--- config.mk ---
export PLATFORM = sky130hd
export DESIGN_NAME = chain_adc_host
export DESIGN_NICKNAME = d
export VERILOG_FILES = /design/src/rtl/chain_adc_pkg.sv /design/src/rtl/chain_sck_gen.sv /design/src/rtl/chain_seq.sv /design/src/rtl/chain_shift_asm.sv /design/src/rtl/chain_adc_host.sv
export SDC_FILE = /design/constraint.sdc
export NUM_CORES = 1
export LEC_CHECK = 0
export ABC_AREA = 1
export ABC_CLOCK_PERIOD_IN_PS = 3400
export BUFFER_PORTS_ARGS = -buffer_cell sky130_fd_sc_hd__buf_2
export CAP_MARGIN = 40
export CORE_ASPECT_RATIO = 1.25
export CORE_MARGIN = 3
export CORE_UTILIZATION = 60
export DETAILED_ROUTE_END_ITERATION = 8
export GPL_ROUTABILITY_DRIVEN = 0
export PLACE_DENSITY = 0.83
export SYNTH_ARGS = -nofsm -noshare
export SYNTH_HDL_FRONTEND = slang
export SYNTH_SLANG_ARGS = --single-unit
--- constraint.sdc ---
create_clock -name clk -period 3.4 [get_ports clk]
set_input_delay 0.51 -clock clk [delete_from_list [all_inputs] [get_ports clk]]
set_output_delay 0.51 -clock clk [all_outputs]
set_load 0.05 [all_outputs]
--- src/rtl/chain_adc_pkg.sv ---
package chain_adc_pkg;
  typedef enum logic [1:0] {
    SEQ_IDLE = 2'd0,
    SEQ_CONV = 2'd1,
    SEQ_READ = 2'd2
  } seq_state_e;
endpackage

--- src/rtl/chain_sck_gen.sv ---
// Serial clock divider: each phase lasts HALF clk cycles while run_i is high.
module chain_sck_gen #(
  parameter int HALF = 2
) (
  input  logic clk,
  input  logic rst,
  input  logic run_i,
  output logic sck_o,
  output logic fall_o
);
  localparam int CW = (HALF > 1) ? $clog2(HALF) : 1;
  localparam logic [CW-1:0] PH_END = CW'(HALF - 1);

  logic [CW-1:0] ph_cnt;
  logic          sck_q;
  logic          ph_done;

  assign ph_done = run_i && (ph_cnt == PH_END);
  assign fall_o  = ph_done && sck_q;
  assign sck_o   = sck_q;

  always_ff @(posedge clk) begin
    if (rst || !run_i) begin
      ph_cnt <= '0;
      sck_q  <= 1'b0;
    end else if (ph_done) begin
      ph_cnt <= '0;
      sck_q  <= ~sck_q;
    end else begin
      ph_cnt <= ph_cnt + 1'b1;
    end
  end
endmodule

--- src/rtl/chain_seq.sv ---
// Transaction sequencer: strobe, conversion wait, bit counting.
module chain_seq
  import chain_adc_pkg::*;
#(
  parameter int WORD_W      = 18,
  parameter int NUM_DEV     = 3,
  parameter int CONV_CYCLES = 20
) (
  input  logic clk,
  input  logic rst,
  input  logic start_i,
  input  logic fall_i,
  output logic run_o,
  output logic cap_o,
  output logic last_o,
  output logic cnv_o,
  output logic busy_o
);
  localparam int TOTAL = WORD_W * NUM_DEV;
  localparam int BW    = $clog2(TOTAL + 1);
  localparam int WW    = $clog2(CONV_CYCLES + 1);
  localparam logic [BW-1:0] LAST_BIT = BW'(TOTAL - 1);
  localparam logic [WW-1:0] WAIT_END = WW'(CONV_CYCLES - 1);

  seq_state_e    state;
  logic [BW-1:0] bit_cnt;
  logic [WW-1:0] wait_cnt;

  assign run_o  = (state == SEQ_READ);
  assign cap_o  = run_o && fall_i;
  assign last_o = cap_o && (bit_cnt == LAST_BIT);

  always_ff @(posedge clk) begin
    if (rst) begin
      state    <= SEQ_IDLE;
      bit_cnt  <= '0;
      wait_cnt <= '0;
      cnv_o    <= 1'b0;
      busy_o   <= 1'b0;
    end else begin
      case (state)
        SEQ_IDLE: begin
          bit_cnt  <= '0;
          wait_cnt <= '0;
          if (start_i) begin
            state  <= SEQ_CONV;
            cnv_o  <= 1'b1;
            busy_o <= 1'b1;
          end
        end
        SEQ_CONV: begin
          if (wait_cnt == WAIT_END) state <= SEQ_READ;
          else                      wait_cnt <= wait_cnt + 1'b1;
        end
        SEQ_READ: begin
          if (cap_o) begin
            bit_cnt <= bit_cnt + 1'b1;
            if (last_o) begin
              state  <= SEQ_IDLE;
              cnv_o  <= 1'b0;
              busy_o <= 1'b0;
            end
          end
        end
        default: state <= SEQ_IDLE;
      endcase
    end
  end
endmodule

--- src/rtl/chain_shift_asm.sv ---
// Captures the serial stream and unpacks it into per-device slots.
module chain_shift_asm #(
  parameter int WORD_W  = 18,
  parameter int NUM_DEV = 3
) (
  input  logic                      clk,
  input  logic                      rst,
  input  logic                      cap_i,
  input  logic                      last_i,
  input  logic                      sdi_i,
  output logic [WORD_W*NUM_DEV-1:0] data_o,
  output logic                      valid_o
);
  localparam int TOTAL = WORD_W * NUM_DEV;

  logic [TOTAL-1:0] shreg;
  logic [TOTAL-1:0] next_sh;
  logic [TOTAL-1:0] reordered;

  assign next_sh = {shreg[TOTAL-2:0], sdi_i};

  // Earliest bits land highest in the shift register; slot 0 must be lowest.
  for (genvar k = 0; k < NUM_DEV; k++) begin : g_slot
    assign reordered[k*WORD_W +: WORD_W] = next_sh[(NUM_DEV-1-k)*WORD_W +: WORD_W];
  end

  always_ff @(posedge clk) begin
    if (rst) begin
      shreg   <= '0;
      data_o  <= '0;
      valid_o <= 1'b0;
    end else begin
      valid_o <= cap_i && last_i;
      if (cap_i) begin
        shreg <= next_sh;
        if (last_i) data_o <= reordered;
      end
    end
  end
endmodule

--- src/rtl/chain_adc_host.sv ---
module chain_adc_host #(
  parameter int WORD_W      = 18,
  parameter int NUM_DEV     = 3,
  parameter int SCK_HALF    = 2,
  parameter int CONV_CYCLES = 20
) (
  input  logic                      clk,
  input  logic                      rst,
  input  logic                      start_i,
  input  logic                      sdi_i,
  output logic                      cnv_o,
  output logic                      sck_o,
  output logic                      busy_o,
  output logic                      res_valid_o,
  output logic [WORD_W*NUM_DEV-1:0] res_data_o
);
  logic run, fall, cap, last;

  chain_seq #(
    .WORD_W(WORD_W), .NUM_DEV(NUM_DEV), .CONV_CYCLES(CONV_CYCLES)
  ) u_seq (
    .clk(clk), .rst(rst), .start_i(start_i), .fall_i(fall),
    .run_o(run), .cap_o(cap), .last_o(last), .cnv_o(cnv_o), .busy_o(busy_o)
  );

  chain_sck_gen #(.HALF(SCK_HALF)) u_sck (
    .clk(clk), .rst(rst), .run_i(run), .sck_o(sck_o), .fall_o(fall)
  );

  chain_shift_asm #(.WORD_W(WORD_W), .NUM_DEV(NUM_DEV)) u_asm (
    .clk(clk), .rst(rst), .cap_i(cap), .last_i(last), .sdi_i(sdi_i),
    .data_o(res_data_o), .valid_o(res_valid_o)
  );
endmodule

# ---- Word level (Yosys, flattened, before mapping)
# Cells that the tools add are included.
dict set report classes {
  muxes 13
  addsub 3
  bitwise 1
  reduce_logical 16
  eq_ne 9
}
# operator count
set op_table {}
lappend op_table {{$pmux W6 S2} 1}
lappend op_table {{$pmux W5 S2} 1}
lappend op_table {{$mux W2} 4}
lappend op_table {{$reduce_and A4 Y1} 2}
lappend op_table {{$add A6 B1 Y6 const B} 1}
lappend op_table {{$eq A6 B6 Y1 const B} 1}
lappend op_table {{$mux W6} 1}
lappend op_table {{$ne A2 B1 Y1 const B} 3}
lappend op_table {{$pmux W2 S3} 1}
lappend op_table {{$reduce_and A2 Y1} 3}
lappend op_table {{$add A5 B1 Y5 const B} 1}
lappend op_table {{$eq A5 B5 Y1 const B} 1}
lappend op_table {{$logic_and A1 B1 Y1} 5}
lappend op_table {{$mux W5} 1}
lappend op_table {{$ne A2 B2 Y1 const B} 2}
lappend op_table {{$reduce_bool A2 Y1} 2}
lappend op_table {{$mux W1} 3}
lappend op_table {{$eq A2 B1 Y1 const B} 1}
lappend op_table {{$eq A2 B2 Y1 const B} 1}
lappend op_table {{$logic_not A2 Y1} 1}
lappend op_table {{$pmux W1 S2} 1}
lappend op_table {{$reduce_or A2 Y1} 1}
lappend op_table {{$add A1 B1 Y1 const B} 1}
lappend op_table {{$logic_not A1 Y1} 1}
lappend op_table {{2 further kinds} 2}
dict set report word_totals {
  out_inout_bits 58
  regBits 124
  inputBits 4
  wordCells 51
}

# ---- Depth between registers and ports, before layout
# Gate-level depths: netlist (run 1).
dict set report logic_depth {
  depth_word 8
  ltp_mapped 9
  ltp_nobuf 9
}

# ---- Modules after synthesis
# A second synthesis (run 1) with hierarchy kept.
dict set report unflattened {
  cells_unflattened 591
  hier_area_um2 4613.2
}
# mod seq_area_each_um2 instances cells_per_inst area_per_inst_um2
set modules_own_cells {}
lappend modules_own_cells {chain_shift_asm 2162.1 1 474 3782.4}
lappend modules_own_cells {chain_seq 280.3 1 105 739.5}
lappend modules_own_cells {chain_sck_gen 40.0 1 12 91.3}

# ---- Worst setup path after synthesis (run 1)
# Ideal clock, no wire load.
dict set report synth_timing {
  path_kind {reg2reg}
  startpoint {reg u_sck.sck_q, in the netlist u_sck.sck_o}
  endpoint {reg u_asm.shreg[10]}
  t_arrival_ns 1.514
  setup_ns 0.116
  path_slack_ns 1.771
  stages_incl_launch_ff 8
  n_path_buf 2
  required_ns 3.284
  cell_sequence {dfxtp_1 -> nand2_2 -> nor2_8 -> inv_2 -> buf_6 -> buf_2 -> nor2_1 -> nor2_1}
}
dict set report synth_via {
  elab_chain_cells 2
}
# item line_no
set synth_lines {}
lappend synth_lines {{from (decl)} chain_sck_gen.sv:15} ;# logic sck_q;
lappend synth_lines {{from (signal assigned)} chain_sck_gen.sv:28} ;# sck_q <= ~sck_q;
lappend synth_lines {{$logic_and A1 B1 Y1} chain_sck_gen.sv:19} ;# assign fall_o = ph_done && sck_q;
lappend synth_lines {{$logic_and A1 B1 Y1} chain_seq.sv:30} ;# assign cap_o = run_o && fall_i;
lappend synth_lines {{to (signal assigned)} chain_shift_asm.sv:35} ;# shreg <= next_sh;
lappend synth_lines {{to (decl)} chain_shift_asm.sv:16} ;# logic [TOTAL-1:0] shreg;
# No other way between the ends.
# A chain may end at the register's enable or synchronous reset.

# ---- Worst setup path after layout (run 1)
dict set report layout_timing {
  startpoint {reg u_seq.state[1]}
  endpoint {reg u_seq.bit_cnt[3]}
}
dict set report layout_via {
  elab_chain_cells 6
  elab_cells_between_ends 9
}
# item line_no
set layout_lines {}
lappend layout_lines {{from (decl)} chain_seq.sv:25} ;# seq_state_e state;
lappend layout_lines {{from (signal assigned)} chain_seq.sv:35} ;# state <= SEQ_IDLE;
lappend layout_lines {{from (signal assigned)} chain_seq.sv:46} ;# state <= SEQ_CONV;
lappend layout_lines {{from (signal assigned)} chain_seq.sv:52} ;# if (wait_cnt == WAIT_END) state <= SEQ_READ;
lappend layout_lines {{$eq A2 B2 Y1} {chain_seq.sv:29, chain_seq.sv:41}}
lappend layout_lines {{$logic_and A1 B1 Y1} chain_sck_gen.sv:18} ;# assign ph_done = run_i && (ph_cnt == PH_END);
lappend layout_lines {{$logic_and A1 B1 Y1} chain_sck_gen.sv:19}
lappend layout_lines {{$logic_and A1 B1 Y1} chain_seq.sv:30}
lappend layout_lines {{$ne A2 B1 Y1 (no source line)} n/a}
lappend layout_lines {{$reduce_and A2 Y1 (no source line)} n/a}
lappend layout_lines {{to (signal assigned)} chain_seq.sv:57} ;# bit_cnt <= bit_cnt + 1'b1;
lappend layout_lines {{to (decl)} chain_seq.sv:26} ;# logic [BW-1:0] bit_cnt;
# Parallel ways exist; a longest one is shown, timed or not.

==> results of run 1 <==
-- flip-flops by register name (all words and copies together) (netlist names) --
signal and cells:
u_seq.state 2, u_asm.valid_o 1, u_seq.bit_cnt 6, u_asm.data_o 54
u_sck.ph_cnt 1, u_sck.sck_o 1, u_seq.wait_cnt 5, u_asm.shreg 53
u_seq.busy_o 1
-- stage by stage --
| step | worst slack [ps] | hold WS [ps] |
|---|---|---|
| floorplan | 1770 | 424 |
| global placement | 1070 | 435 |
| detailed placement | 1100 | 441 |
| CTS | 1070 | 266 |
| global route | 767 | 279 |
| finish | 1040 | 286 |
-- how the worst min path moves through the flow --
stage,start,endpoint,slack (ps),depth (start not counted)
floorplan,u_sck.ph_cnt$_SDFF_PP0_,u_sck.ph_cnt$_SDFF_PP0_,420,1
global placement,u_sck.ph_cnt$_SDFF_PP0_,u_sck.ph_cnt$_SDFF_PP0_,430,1
detailed placement,u_sck.ph_cnt$_SDFF_PP0_,u_sck.ph_cnt$_SDFF_PP0_,440,1
CTS,start_i,u_seq.busy_o$_SDFFE_PP0P_,270,3
global route,start_i,u_seq.busy_o$_SDFFE_PP0P_,280,3
finish,start_i,u_seq.busy_o$_SDFFE_PP0P_,290,3
-- layer usage --
| layer | GRT usage, % | vias up |
|---|---|---|
| met3 | 7.37 | 16 |
| li1 | - | 1873 |
| met5 | 0 | - |
| met4 | 10.1 | 0 |
| met2 | 42.5 | 80 |
| met1 | 25.5 | 1743 |
-- cell usage in the layout (no fill, tap or decap), drive strengths merged --
master    netlist  final
dfxtp         124    124
nor2           94     94
o21ai          80     80
buf            17     64
a21oi          61     61
nand2          51     51
inv            41     41
a211oi         21     21
clkbuf         16     18
nand3          15     15
clkinv          1     10
nand4           5      5
clkinvlp        0      4
ha              3      3
o31ai           1      1
xor2            1      1
nor3            1      1
or2             1      1
bufinv          0      1
-- synthesized netlist by cell type --
| cell | instances | area share [%] |
|---|---|---|
| dfxtp_1 | 124 | 55 |
| nor2_1 | 92 | 7.6 |
| o21ai_0 | 78 | 8.6 |
| a21oi_1 | 61 | 6.7 |
| nand2_1 | 47 | 3.9 |
| inv_1 | 38 | 3.1 |
| a211oi_2 | 16 | 4.4 |
| clkbuf_1 | 15 | 1.2 |
| nand3_1 | 14 | 1.5 |
| buf_2 | 6 | 0.66 |
| a211oi_1 | 5 | 0.83 |
| nand4_1 | 5 | 0.69 |
| buf_4 | 4 | 0.66 |
| buf_6 | 4 | 0.99 |
| buf_1 | 3 | 0.25 |
| ha_1 | 3 | 0.83 |
| nand2_2 | 3 | 0.41 |
| inv_2 | 2 | 0.17 |
| nor2_8 | 2 | 0.88 |
| o21ai_1 | 2 | 0.22 |
| clkbuf_2 | 1 | 0.11 |
| clkinv_1 | 1 | 0.083 |
| inv_6 | 1 | 0.19 |
| nand2_8 | 1 | 0.44 |
| nand3_2 | 1 | 0.22 |
| nor3_1 | 1 | 0.11 |
| o31ai_1 | 1 | 0.17 |
| or2_2 | 1 | 0.14 |
| xor2_1 | 1 | 0.19 |
-- cell families (layout without fill, tap and decap cells) --
kind of cell    after synthesis  count (layout)
buf+inv                      75             138
simple gates                167             167
fa+ha+maj                     3               3
flops                       124             124
xor+xnor                      1               1
compound gates              163             163
-- where the power goes --
part,switching (W),total (W),internal (W)
registers,0.00000324,0.00146,0.00146
clock network,0.000650,0.00163,0.000985
logic,0.0000515,0.0000708,0.0000193
-- critical path, stage by stage (launching register included) --
cell and delay (ps):
dfxtp_1 400, nand2_1 150, nor2_8 530, inv_2 540
nand2_2 290, nand2_1 90, o21ai_0 160, a21oi_1 60
-- cell type report --
type / instances / share of cell area, %
Inverter: 42 / 3.02
Sequential cell: 124 / 46.2
Clock inverter: 14 / 2.30
Tap cell: 90 / 2.09
Multi-Input combinational cell: 334 / 32.0
Timing Repair Buffer: 64 / 6.47
Clock buffer: 18 / 7.96
==> results.md, run 1 <==
- Outcome: complete, no violations
- Vias: 3,712
- Clk_lat worst skew: 520 ps
- Layout Cells excl Fill: 686
- Post-synthesis sequential area ratio: 54.6%
- Min cycle time layout: 2360 ps
- CP Capture Point: u_seq.bit_cnt[3]$_SDFFE_PP0P_
- Mapped Cells: 533
- Post-Synth Adder-Cell Area: 0.826%
- Final worst clock skew: 5.50 ps
- Layout area overhead: 18.4%
- Critical Path Start: u_seq.state[1]$_SDFFE_PP0P_
- Average wire per standard cell: 14.0 um
- Placed insts: 654
- Mean Syn Cell Area: 8.52 um^2
- Register Area: 2480 um^2
- H-Tree Depth: 4
- Max Buffers Root-to-Sink: 2
- Crit path DAT: 2760 ps
- Met3 WL post-DR: 365 um
- Combined area of the multi-input logic cells: 1720 um^2
- Wire length on met2: 5050 um
- Slew @ Worst Pin: 882 ps
- Initial antenna violation count: 0
- Synthesized flop and latch total: 124
- Antenna cells: 0
- R2r setup slk: 1040 ps
- Post-CTS Repair Setup Buffers: 0
- Die W: 83.8 um
- Simple-gate area share of the yosys netlist: 15.9%
- Pwr Total: 0.00317 W
- R2r endpoint: u_seq.bit_cnt[3]$_SDFFE_PP0P_
- Clock Pin Slew Worst Setup and Hold Paths: 60 ps
- Xor and xnor fraction of the mapped netlist area: 0.193%
- Worst Path Max Fanout: 59
- Core Box Area: 7150 um^2
- Critical R2R Launch: u_seq.state[1]$_SDFFE_PP0P_
- Residual DRC: 0
- First-pass GRT wire length: 16,200 um
- Depth of the worst register-to-register path: 7
- Largest net degree at the start of global routing: 65
- Area after DPL: 4830 um^2
- Setup tns final: 0 ps
- Post-Route Utilization: 75.2%
- CTS root buf: clkbuf_8
- Final-report hold violation count: 0
- Port Buffers: 61
- Die Ht: 103 um
- Initial DRC Count: 195
- Routed WL: 9570 um
- Crit Path Class: register to register
- LEAKAGE: 2.25 nW
- Die area: 8660 um^2
- Nets: 590
- I/O pin cnt: 62
- PwrDens: 589 nW/um^2
- Filler cells: 522
- Netlist cell types: 29
- Mux cell area share after synthesis: 0%
- Max Clk Rate: 0.424 GHz
- Synthesized net count: 540
- CTS sink count: 124
- Main combinational cell family by area after synthesis: compound AO/OA/AOI/OAI gates
- Post-route cell area: 5380 um^2
- Peak VDD IR: 0.510 mV
- Antenna Violating Nets Remaining: 0
- Num rows: 34
- Max cap viols: 0
- CTS tree: done
- Final setup vio count: 0
- Worst slew margin: 41.1%
- Compound-Gate Fraction of Synth Area: 20.9%
- Cell Area, Synth: 4540 um^2
- Hold Path Class: input pin to register
- WP data required: 3800 ps
- Synth warn: 0
- HPWL Detailed: 5650 um
- RSZ-0062 raised after global routing: no
- Routed vias/inst: 5.41
- DRT met1 WL: 4000 um
- Initial Utilization: 63.6%
- Worst setup SP type: register
- CTS Buf Count: 17
- Vias in the first global route: 3,531
- Final Max Slew Viols: 0
- Resize count post-CTS: 0
- All-layer global routing usage: 23.4%
- Highest routed metal layer: met4
- GRT overflow: 0
- Drt first pass iters: 4
- Crit end category: register
- Share of cells above drive strength 1: 20.6%
- Period utilisation layout: 69.3%
- Hold-fix buffer count after cts: 0
(Power assumes the default switching activity.)
==> run 2, diff against run 1 <==
ABC_CLOCK_PERIOD_IN_PS = 2300   (was 3400)
CORE_UTILIZATION = 56   (was 60)
PLACE_DENSITY = 0.78   (was 0.83)
clock period = 2.3 ns   (was 3.4 ns; I/O delays follow)
==> run 2 against run 1 <==
  * Critical path depth unchanged
  * Setup slack worse by 730 ps
  * Die area grew 6.7%
  * Clock-buffer cell count grew 9
==> results.md, run 2 (synthesis gave the netlist of run 1 again) <==
- Delay-heaviest family, CP: simple AND/OR/NAND/NOR gates
- All-layer global routing usage: 22.1% (-1.4 points)
- Clock Pin Slew Worst Setup and Hold Paths: 50 ps (about the same)
- Hold-fix buffer count after cts: 0 (unchanged)
- Initial DRC Count: 238 (+22%)
- Worst slew margin: 56.4% (+15 points)
- Peak VDD IR: 0.599 mV (+17%)
- I/O pin cnt: 62 (unchanged)
- WP data required: 2730 ps (-1070 ps)
- Final-report hold violation count: 0 (unchanged)
- Period utilisation layout: 86.3% (+17 points)
- HPWL Detailed: 5800 um (+2.6%)
- Commonest non-fill, non-tap cell in the layout: dfxtp_1
- R2r setup slk: 310 ps (-730 ps)
- Die W: 86.6 um (+3.3%)
- Final worst clock skew: 5.45 ps (-0.0520 ps)
- Clk_lat worst skew: 510 ps (about the same)
- Resize count post-CTS: 0 (unchanged)
- Sum of buffers and inverters on the critical path: 1 (unchanged)
- CTS sink count: 124 (unchanged)
- Share of cells above drive strength 1: 20.5% (-0.10 points)
- Slew @ Worst Pin: 652 ps (-230 ps)
- Nets: 593 (+0.51%)
- First-pass GRT wire length: 16,000 um (-1.0%)
- Max Clk Rate: 0.504 GHz (+19%)
- Vias in the first global route: 3,556 (+0.71%)
- Largest net degree at the start of global routing: 65 (unchanged)
- Initial antenna violation count: 0 (unchanged)
- Pre-CTS setup slack: 325 ps (-773 ps)
- Top reg by flops: u_asm.data_o
- Core Box Area: 7840 um^2 (+9.7%)
- CTS root buf: clkbuf_8
- Drt first pass iters: 4 (unchanged)
- Die Ht: 107 um (+3.3%)
- Average wire per standard cell: 13.6 um (-2.7%)
- Critical Path Start: u_seq.bit_cnt[0]$_SDFFE_PP0P_
- Placed insts: 662 (+1.2%)
- Worst path depth: 7 (unchanged)
- Flip-flop count of the largest register after layout: 54 (unchanged)
- Pwr Total: 0.00497 W (+57%)
- Post-CTS Repair Setup Buffers: 0 (unchanged)
- Vias: 3,679 (-0.89%)
- LEAKAGE: 2.30 nW (+2.0%)
- Routed WL: 9420 um (-1.6%)
- Num rows: 36 (+5.9%)
- Initial Utilization: 58.0% (-5.6 points)
- PwrDens: 912 nW/um^2 (+55%)
- H-Tree Depth: 4 (unchanged)
- Biggest regs: u_asm.data_o x54, u_asm.shreg x53, u_seq.bit_cnt x6
- RSZ-0062 raised after global routing: no
- Routed vias/inst: 5.30 (-2.0%)
- Crit path DAT: 2420 ps (-340 ps)
- Setup tns final: 0 ps (unchanged)
- CTS Buf Count: 17 (unchanged)
- Critical R2R Launch: u_seq.bit_cnt[0]$_SDFFE_PP0P_
- Port Buffers: 61 (unchanged)
- Antenna Violating Nets Remaining: 0 (unchanged)
- Final Max Slew Viols: 0 (unchanged)
- Layout Cells excl Fill: 694 (+1.2%)
- Worst Path Max Fanout: 64 (+8.5%)
- Min cycle time layout: 1990 ps (-371 ps)
- Final WS setup: 314 ps (-729 ps)
- CP Capture Point: u_asm.data_o[1]$_SDFFE_PP0P_
- Die area: 9240 um^2 (+6.7%)
- Post-Route Utilization: 69.5% (-5.7 points)
- GRT overflow: 0 (unchanged)
- CP Cell Sequence: ha_1 -> nand3_2 -> nor2_8 -> nand2_8 -> inv_6 -> nand2_2 -> o21ai_0
- Residual DRC: 0 (unchanged)
- Most frequent cells in the layout: 124 x dfxtp_1, 92 x nor2_1, 78 x o21ai_0
- Max incr delay on CP: 430 ps (-110 ps)
- Layout area overhead: 19.9%
- Crit end category: register
- Crit Path Class: register to register
- Hold Path Class: input pin to register
- Depth of the worst register-to-register path: 7 (unchanged)
- Final setup vio count: 0 (unchanged)
- Worst setup SP type: register
- CTS tree: done
- Slowest-stage cell, CP: inv_6
- R2r endpoint: u_asm.data_o[1]$_SDFFE_PP0P_
- Max Buffers Root-to-Sink: 2 (unchanged)
- Outcome: complete, no violations
- Max cap viols: 0 (unchanged)
- Antenna cells: 0 (unchanged)
-- run 2: changes by cell type in the layout (fill, tap and decap cells not counted), sizes merged --
cell / previous run / this run
buf: 64 / 67
bufinv: 1 / 3
clkbuf: 18 / 27
clkinv: 10 / 1
clkinvlp: 4 / 1
inv: 41 / 42
-- run 2: how the worst min path moves through the flow --
stage	start	end	slack, ps	depth (start not counted)
global route	sdi_i	u_asm.data_o[36]$_SDFFE_PP0P_	120	3
detailed placement	u_sck.ph_cnt$_SDFF_PP0_	u_sck.ph_cnt$_SDFF_PP0_	450	1
global placement	u_sck.ph_cnt$_SDFF_PP0_	u_sck.ph_cnt$_SDFF_PP0_	430	1
finish	sdi_i	u_asm.data_o[36]$_SDFFE_PP0P_	110	3
CTS	sdi_i	u_asm.data_o[36]$_SDFFE_PP0P_	90	3
floorplan	u_sck.ph_cnt$_SDFF_PP0_	u_sck.ph_cnt$_SDFF_PP0_	420	1
-- run 2: layer usage --
metal / vias to the layer above / wire (um) / global-route usage (%)
met5: - / 0 / 0
met4: 0 / 121 / 9.80
met3: 8 / 419 / 7.07
met2: 87 / 4840 / 37.1
met1: 1706 / 4050 / 25.3
li1: 1878 / - / -
-- run 2: tightest hold or removal path: stages --
cell     delay [ps]
buf_2            90
o21ai_0          80
nor2_1           70
-- run 2: power breakdown --
group | total [W] | internal [W] | switching (W)
Clock | 0.00271 | 0.00182 | 0.000884
Combinational | 0.000101 | 0.0000249 | 0.0000759
Sequential | 0.00216 | 0.00215 | 0.00000520
Total | 0.00497 | 0.00400 | 0.000965
-- run 2: stage by stage --
step	area (um^2)	hold slack, ps
CTS	5450	85.4
floorplan	4540	424
finish	5450	108
detailed placement	4830	452
global placement	4830	434
global route	5450	124
-- run 2: area by class of cell --
cell class	count	area [um^2]
fillers	632	2390
flip-flops and latches	124	2480
inverters	42	163
repair buffers	67	350
well taps	95	119
multi-input cells	334	1720
clock buffers	27	512
clock inverters	5	103
==> run 3, diff against run 2 <==
ABC_AREA = not set   (was 1)
CORE_UTILIZATION = 57   (was 56)
PLACE_DENSITY = 0.79   (was 0.78)
==> run 3 against run 2 <==
  * Cell count grew 7.6%
  * Register-to-register slack improved by 190 ps
  * Combinational power is 27% lower
  * Worst hold slack worse by 16 ps
  * Sequential share of layout area fell by 3.5 points
  * Via count rose by 21%
==> results.md, run 3 <==
- Netlist cell types: 38 (+31%)
- Hold-fix buffer count after cts: 0 (unchanged)
- RSZ-0062 raised after global routing: no
- Post-CTS Repair Setup Buffers: 0 (unchanged)
- Worst setup SP type: register
- Synth area leader: dfxtp_1
- Slew @ Worst Pin: 683 ps (+31.0 ps)
- Worst Path Max Fanout: 51 (-20%)
- R2r setup slk: 500 ps (+190 ps)
- CTS tree: done
- I/O pin cnt: 62 (unchanged)
- Vias in the first global route: 4,311 (+21%)
- Clk_lat worst skew: 520 ps (about the same)
- Top cells by count, synth: 124 x dfxtp_1, 116 x a21oi_1, 112 x nand2_1
- Top-count cell post-synth: dfxtp_1
- Crit Path Class: register to register
- CTS sink count: 124 (unchanged)
- Crit path DAT: 2240 ps (-180 ps)
- HPWL Detailed: 6590 um (+14%)
- Average wire per standard cell: 15.0 um (+11%)
- Mean Syn Cell Area: 8.48 um^2 (-0.48%)
- Worst slew margin: 54.4% (-2.1 points)
- Largest net degree at the start of global routing: 70 (+7.7%)
- Core Box Area: 8380 um^2 (+6.9%)
- Final WS setup: 504 ps (+190 ps)
- Antenna cells: 0 (unchanged)
- GR Util met3: 7.46% (+0.39 points)
- Crit end category: register
- Outcome: complete, no violations
- CTS root buf: clkbuf_8
- Synthesized flop and latch total: 124 (unchanged)
- Num rows: 37 (+2.8%)
- Die W: 89.5 um (+3.4%)
- Routed vias/inst: 5.98 (+13%)
- GR Util met1: 29.9% (+4.6 points)
- Post-Route Utilization: 70.5% (+0.97 points)
- Top reg by flops: u_asm.data_o
- First-pass GRT wire length: 19,600 um (+22%)
- Die Ht: 110 um (+3.5%)
- Final worst clock skew: 4.23 ps (-1.22 ps)
- Depth of the worst register-to-register path: 4 (-3)
- Post-synth EDFFs: 0 (unchanged)
- Hold Path Class: input pin to register
- Pre-CTS setup slack: 541 ps (+216 ps)
- Most frequent cells in the layout: 124 x dfxtp_1, 116 x a21oi_1, 112 x nand2_1
- Initial Utilization: 59.3% (+1.4 points)
- Pwr Total: 0.00497 W (about the same)
- Max Clk Rate: 0.557 GHz (+11%)
- Final-report hold violation count: 0 (unchanged)
- Initial DRC Count: 294 (+24%)
- WP data required: 2740 ps (about the same)
- CTS Buf Count: 17 (unchanged)
- LEAKAGE: 2.09 nW (-9.0%)
- Nets: 624 (+5.2%)
- Routed WL: 11,200 um (+19%)
- Critical Path Start: u_seq.state[1]$_SDFFE_PP0P_
- GRT overflow: 0 (unchanged)
- R2r endpoint: u_asm.data_o[51]$_SDFFE_PP0P_
- Max Buffers Root-to-Sink: 2 (unchanged)
- Synth area leaders: dfxtp_1 50%, a21oi_1 12%, o31ai_1 8.6%
- Min cycle time layout: 1800 ps (-190 ps)
- Top Usage Layer GRT: met2
- Initial antenna violation count: 0 (unchanged)
- Vias: 4,468 (+21%)
- Cell Area, Synth: 4970 um^2 (+9.4%)
- All-layer global routing usage: 24.6% (+2.5 points)
- Port Buffers: 61 (unchanged)
- Met2 Use GR: 39.4% (+2.3 points)
- Antenna Violating Nets Remaining: 0 (unchanged)
- PwrDens: 841 nW/um^2 (-7.8%)
- Post-synthesis sequential area ratio: 49.9% (-4.7 points)
- Final setup vio count: 0 (unchanged)
- Commonest non-fill, non-tap cell in the layout: dfxtp_1
- Max cap viols: 0 (unchanged)
- Share of cells above drive strength 1: 18.6% (-2.0 points)
- Share of synthesized registers carrying an async set or reset: 0% (unchanged)
- Biggest regs: u_asm.data_o x54, u_asm.shreg x53, u_seq.bit_cnt x6
- CP Capture Point: u_asm.data_o[51]$_SDFFE_PP0P_
- Synth warn: 0 (unchanged)
- Mapped Cells: 586 (+9.9%)
- Layout area overhead: 18.8%
- Period utilisation layout: 78.1% (-8.3 points)
- Flip-flop count of the largest register after layout: 54 (unchanged)
- Synthesized net count: 593 (+9.8%)
- Die area: 9880 um^2 (+7.0%)
- Layout Cells excl Fill: 747 (+7.6%)
- Placed insts: 715 (+8.0%)
- Peak VDD IR: 0.668 mV (+11%)
- Post-synth top area share: 49.9% (-4.7 points)
- Setup tns final: 0 ps (unchanged)
- Post-synth top flop: dfxtp_1
- Drt first pass iters: 4 (unchanged)
- H-Tree Depth: 4 (unchanged)
- Clock Pin Slew Worst Setup and Hold Paths: 60 ps (about the same)
- Resize count post-CTS: 0 (unchanged)
- Residual DRC: 0 (unchanged)
- Final Max Slew Viols: 0 (unchanged)
- Critical R2R Launch: u_seq.state[1]$_SDFFE_PP0P_
==> run 3: critical path, stage by stage (launching register included) <==
cell,delay [ps]
dfxtp_1,560
and4b_4,550
buf_12,280
nand4_1,140
a21oi_1,190
==> run 3: stage by stage <==
step | instance area [um^2] | hold slack, ps
6_report | 5910 | 92.4
3_3_place_gp | 5290 | 448
2_1_floorplan | 4970 | 437
3_5_place_dp | 5290 | 455
4_1_cts | 5910 | 70.8
5_1_grt | 5910 | 83.9
==> run 3: layer usage <==
layer	up-vias	wire length, um	share of wire, %
li1	2170	-	-
met1	2129	4870	43
met4	0	239	2.1
met5	-	0	0
met2	143	5510	49
met3	26	617	5.5
==> run 3: kinds of logic after synthesis <==
logic type,Yosys count,synth area share [%]
fa+ha+maj,3,0.755
flops,124,49.9
xor+xnor,1,0.176
simple gates,208,21.1
compound gates,181,21.3
buf+inv,67,6.27
mux,2,0.403
==> run 3: final cells by class <==
cell class	instances	area, um^2
fill	636	2470
clock inverter	13	171
inverter	2	7.51
sequential	124	2480
timing repair buffer	77	465
multi-input combinational	395	2190
tap	117	146
clock buffer	19	442
==> run 3: where the power goes <==
| group | leakage (nW) | total [W] | switching [W] | internal [W] |
|---|---|---|---|---|
| Clock | 0.307 | 0.00274 | 0.000935 | 0.00180 |
| Combinational | 0.784 | 0.0000740 | 0.0000555 | 0.0000185 |
| Sequential | 0.999 | 0.00216 | 0.00000334 | 0.00215 |
==> run 3: how the worst min path moves through the flow <==
| stage | start | endpoint | depth (start not counted) |
|---|---|---|---|
| finish | sdi_i | u_asm.shreg[0]$_SDFFE_PP0P_ | 3 |
| global route | sdi_i | u_asm.shreg[0]$_SDFFE_PP0P_ | 3 |
| CTS | sdi_i | u_asm.shreg[0]$_SDFFE_PP0P_ | 3 |
| detailed placement | u_asm.data_o[36]$_SDFFE_PP0P_ | u_asm.data_o[36]$_SDFFE_PP0P_ | 2 |
| global placement | u_asm.shreg[52]$_SDFFE_PP0P_ | u_asm.shreg[52]$_SDFFE_PP0P_ | 2 |
| floorplan | u_asm.shreg[52]$_SDFFE_PP0P_ | u_asm.shreg[52]$_SDFFE_PP0P_ | 2 |
